===== src/rtl/flash_enc_pkg.sv =====
package flash_enc_pkg;

  // Number of AND terms that feed Gray bit k when there are therm_w levels.
  // Term j covers the level window [2^k + j*2^(k+2), 3*2^k + j*2^(k+2)).
  function automatic int term_count(input int k, input int therm_w);
    int start;
    int step;
    start = 1 << k;
    step  = 1 << (k + 2);
    if (start > therm_w) return 0;
    return ((therm_w - start) / step) + 1;
  endfunction

endpackage


===== src/rtl/therm_to_gray.sv =====
module therm_to_gray #(
  parameter int GRAY_W  = 7,
  parameter int THERM_W = (1 << GRAY_W) - 1
) (
  input  logic [THERM_W:1]  therm,
  output logic [GRAY_W-1:0] gray
);
  import flash_enc_pkg::*;

  // Every thermometer index i = odd * 2^k feeds only Gray bit k:
  // as the rising edge of a window when i mod 2^(k+2) == 2^k,
  // otherwise as the inverted falling edge.
  for (genvar k = 0; k < GRAY_W; k++) begin : g_bit
    localparam int NT = term_count(k, THERM_W);
    logic [NT-1:0] terms;
    for (genvar j = 0; j < NT; j++) begin : g_term
      localparam int LO = (1 << k) + j * (1 << (k + 2));
      localparam int HI = LO + (1 << (k + 1));
      if (HI <= THERM_W) begin : g_window
        assign terms[j] = therm[LO] & ~therm[HI];
      end else begin : g_open
        assign terms[j] = therm[LO];
      end
    end
    assign gray[k] = |terms;
  end

endmodule


===== src/rtl/gray_to_bin.sv =====
module gray_to_bin #(
  parameter int W = 7
) (
  input  logic [W-1:0] gray,
  output logic [W-1:0] bin
);
  always_comb begin
    bin[W-1] = gray[W-1];
    for (int k = W - 2; k >= 0; k--) begin
      bin[k] = bin[k+1] ^ gray[k];
    end
  end
endmodule


===== src/rtl/flash_code_encoder.sv =====
module flash_code_encoder #(
  parameter int GRAY_W = 7,
  localparam int THERM_W = (1 << GRAY_W) - 1,
  localparam int CODE_W  = GRAY_W + 1
) (
  input  logic              clk,
  input  logic              rst_n,
  input  logic [THERM_W:1]  therm_i,
  input  logic              msb_i,
  output logic [CODE_W-1:0] code_o
);
  logic [GRAY_W-1:0] gray_w;
  logic [GRAY_W-1:0] bin_w;

  therm_to_gray #(.GRAY_W(GRAY_W), .THERM_W(THERM_W)) u_t2g (
    .therm (therm_i),
    .gray  (gray_w)
  );

  gray_to_bin #(.W(GRAY_W)) u_g2b (
    .gray (gray_w),
    .bin  (bin_w)
  );

  always_ff @(negedge clk or negedge rst_n) begin
    if (!rst_n) code_o <= '0;
    else        code_o <= {msb_i, bin_w};
  end
endmodule


===== config.mk =====
export PLATFORM = sky130hd
export DESIGN_NAME = flash_code_encoder
export DESIGN_NICKNAME = d
export VERILOG_FILES = /design/src/rtl/flash_enc_pkg.sv /design/src/rtl/therm_to_gray.sv /design/src/rtl/gray_to_bin.sv /design/src/rtl/flash_code_encoder.sv
export SDC_FILE = /design/constraint.sdc
export NUM_CORES = 1
export LEC_CHECK = 0
export ABC_AREA = 1
export BUFFER_PORTS_ARGS = -buffer_cell sky130_fd_sc_hd__buf_4
export CAP_MARGIN = 10
export CORE_UTILIZATION = 32
export DETAILED_ROUTE_END_ITERATION = 7
export GPL_TIMING_DRIVEN = 0
export PLACE_DENSITY = 0.81
export RECOVER_POWER = 50
export SLEW_MARGIN = 10
export SYNTH_ARGS = -nofsm -noshare
export SYNTH_HDL_FRONTEND = slang
export SYNTH_SLANG_ARGS = --single-unit

===== constraint.sdc =====
create_clock -name clk -period 0.8 [get_ports clk]
set_input_delay 0.04 -clock clk [delete_from_list [all_inputs] [get_ports clk]]
set_output_delay 0.04 -clock clk [all_outputs]
set_load 0.02 [all_outputs]

# [After elaboration in Yosys (flattened, before gate mapping)]
# Index checks and enable logic that the tools add are counted.
[word_totals] reg_bits=8 word_cells=138 in_bits=130
[classes] reduce_logical=5 n_bitwise=132
[op_table] cell="$and 1x1->1" count=63
[op_table] cell="$not 1->1" count=63
[op_table] cell="$reduce_or 32->1" count=1
[op_table] cell="$reduce_or 16->1" count=1
[op_table] cell="$reduce_or 8->1" count=1
[op_table] cell="$xor 1x1->1" count=6
[op_table] cell="$reduce_or 4->1" count=1
[op_table] cell="$reduce_or 2->1" count=1

# [Logic depth before layout (Yosys ltp)]
[logic_depth] word_depth=8 depth_mapped=12 depth_no_buf=12

# [By module]
# Synthesis repeated with hierarchy kept, for this count alone.
[hier_totals] cells_unflattened=209 area_unflattened_um2=1064.8
[modules_own_cells] mod="therm_to_gray" area_each_um2=654.4 cells_per_inst=165 seq_area_each_um2=0.0 instances=1
[modules_own_cells] mod="gray_to_bin" area_each_um2=210.2 cells_per_inst=36 seq_area_each_um2=0.0 instances=1
[modules_own_cells] mod="flash_code_encoder" area_each_um2=200.2 cells_per_inst=8 seq_area_each_um2=200.2 instances=1

==> summary.txt <==
worst-margin pin slew: 0.202 ns
Power Density: 821 mW/mm^2
Max Buffers Root-to-Sink: 2
Vias/cell: 4.15
RD Place Congestion: 0.713
Nets: 483
clock sink count: 8
mapped cell area: 0.00106 sq mm
Antenna diodes: 0
initial antenna violation count: 0
YS warnings: 0
Layout Cells excl Fill: 395
total number of vias: 1,641
final setup fails: 14
leading area contributor after synthesis: inv_1
Remaining DRCs: 0
final core utilization: 77.1%
syn_area_per_cell: 5.11 sq um
hold_ws: 0.194 ns
CTS H-tree lvls: 1
Setup CP Type: in2reg
Peak VDD IR: 0.613 mV
final worst slack: -0.480 ns
routed len/inst: 9.22 microns
die height: 59.5 microns
DRT iter0 DRCs: 17
Biggest register: code_o
worst min-delay path class: in2reg
drt total wl: 3640 microns
clk slew on worst S/H paths: 0.04 ns
Data required, critical path: 0.50 ns
Initial Utilization: 34.1%
slew margin rel.: 86.5%
Yosys cell types: 14
post-synthesis register bit count: 8
violated checks: negative setup slack
iteration count of the initial detailed-routing pass: 4
TritonCTS Buffers: 3
fin. max-slew vios: 0
number of core rows: 20
vias in the first global route: 1,540
dominant cells by area after synthesis: inv_1 27%, nand2_1 24%, dfrtn_1 19%
TritonCTS clock tree: yes
Core Area: 0.00310 sq mm
Mapped Cells: 207
leakage: 1.53 nW
RSZ-0062 raised after global routing: yes
hold path depth: 1
I/O pin count: 138
Largest regs: code_o: 8 flops
first-pass GRT wire length: 5420 microns
total track usage: 19.8%
placed insts: 388
Max Cap Viol: 0
Largest register FFs: 8
Worst Hold Path EP: code_o[6]
final hold violations: 0
Root Driver: clkbuf_4
Synth-to-Final Area Change: 126%
Final ANT Viol Nets: 0
critical path startpoint category: input pin
dpl hpwl: 3060 microns
largest net degree at the start of global routing: 9
PortBufs: 137
total grt overflow: 0
Seq/Total Area, Yosys: 18.9%
HP Start: therm_i[64]
arrival time of the worst setup path: 0.98 ns
Critical Path Sink Type: flop
worst-path fanout max: 3
Die Wd: 59.5 microns
syn nets: 337
outcome: finished with violations
Die Area: 0.00354 sq mm
share of cells above drive strength 1: 50.1%
top cell type's share of synthesized area: 26.6%
layout make-up:
class,instances,area (sq um)
Timing Repair Buffer,141,1110
Fill cell,248,711
Multi-Input combinational cell,123,701
Inverter,76,302
Sequential cell,8,200
Tap cell,44,55.1
Clock buffer,3,22.5
report_power, final:
| part | total [mW] | switching (mW) | internal (mW) |
|---|---|---|---|
| Combinational | 1.18 | 0.481 | 0.703 |
| Clock | 0.292 | 0.121 | 0.171 |
| Sequential | 0.488 | 0.0253 | 0.463 |
| Total | 1.96 | 0.627 | 1.34 |
cell families (layout without fill, tap and decap cells):
kind of cell	after synthesis	count (layout)	synth area share [%]
and+or+nand+nor	109	109	47.5
buffers and inverters	76	220	27.0
AOI/OAI and AO/OA	14	14	6.62
DFF	8	8	18.9
through the flow:
stage / setup TNS [ns] / total power, mW / area (sq um) / worst slack, ns
finish: -4.99 / 1.96 / 2390 / -0.480
global route: -5.39 / 2.12 / 2390 / -0.530
CTS: -4.67 / 1.92 / 2320 / -0.436
detailed placement: -4.24 / 1.52 / 2190 / -0.770
global placement: -4.09 / 1.49 / 2190 / -0.742
floorplan: -2.65 / 0.898 / 1100 / -0.515
layer usage:
| metal | up-vias | share of wire [%] | GRT usage (%) |
|---|---|---|---|
| met4 | 0 | 1.0 | 5.98 |
| met3 | 4 | 7.3 | 3.71 |
| li1 | 877 | - | - |
| met5 | - | 0 | 0 |
| met1 | 690 | 33 | 18.1 |
| met2 | 70 | 59 | 42.2 |
cell usage after synthesis:
cell	instances
inv_1	75
inv_2	1
o21ai_1	5
nor2_2	1
nand2_4	2
nand3_2	5
nand3_1	8
and3_1	2
dfrtn_1	8
nand2_2	6
nand2_1	68
nor2_1	11
nand4_1	6
o21ai_0	9
how the worst max path moves through the flow:
stage / slack [ns] / endpoint / from
floorplan: -0.51 / code_o[0] / therm_i[96]
global placement: -0.74 / code_o[0] / therm_i[96]
detailed placement: -0.77 / code_o[0] / therm_i[96]
CTS: -0.44 / code_o[4] / code_o[4]
global route: -0.53 / code_o[0] / therm_i[56]
finish: -0.48 / code_o[0] / therm_i[96]
timing repair:
item | CTS | global route
hold buffers | 1 | 0
pin swaps | 9 | 6
resized for setup | 24 | 14
hold endpoints to repair | 8 | 0
endpoints found under the setup margin | 13 | 14
setup buffers | 2 | 1
cells in the final DEF, fill, tap and decap left out, types with 2 or more instances in the layout:
cell type / instances
buf_4: 126
inv_1: 70
nand2_1: 62
buf_6: 11
nand2_4: 9
o21ai_0: 9
nor2_1: 9
dfrtn_1: 8
nand4_1: 6
inv_2: 5
nand3_4: 5
nand2_2: 5
o21ai_1: 5
nand3_2: 5
clkbuf_4: 4
nand3_1: 3
nor2_4: 2
and3_1: 2
critical path, cell delays in order:
cell and delay, ns:
buf_12 0.11, inv_16 0.05, nand2_4 0.04, nand2_4 0.08
nand2_4 0.07, nand2_4 0.09, nand2_4 0.08, nand2_4 0.09
nand3_4 0.09, nand2_2 0.08, nand2_1 0.05, nand3_1 0.06
nand2_1 0.05
Power figures use the tool's default switching activity.
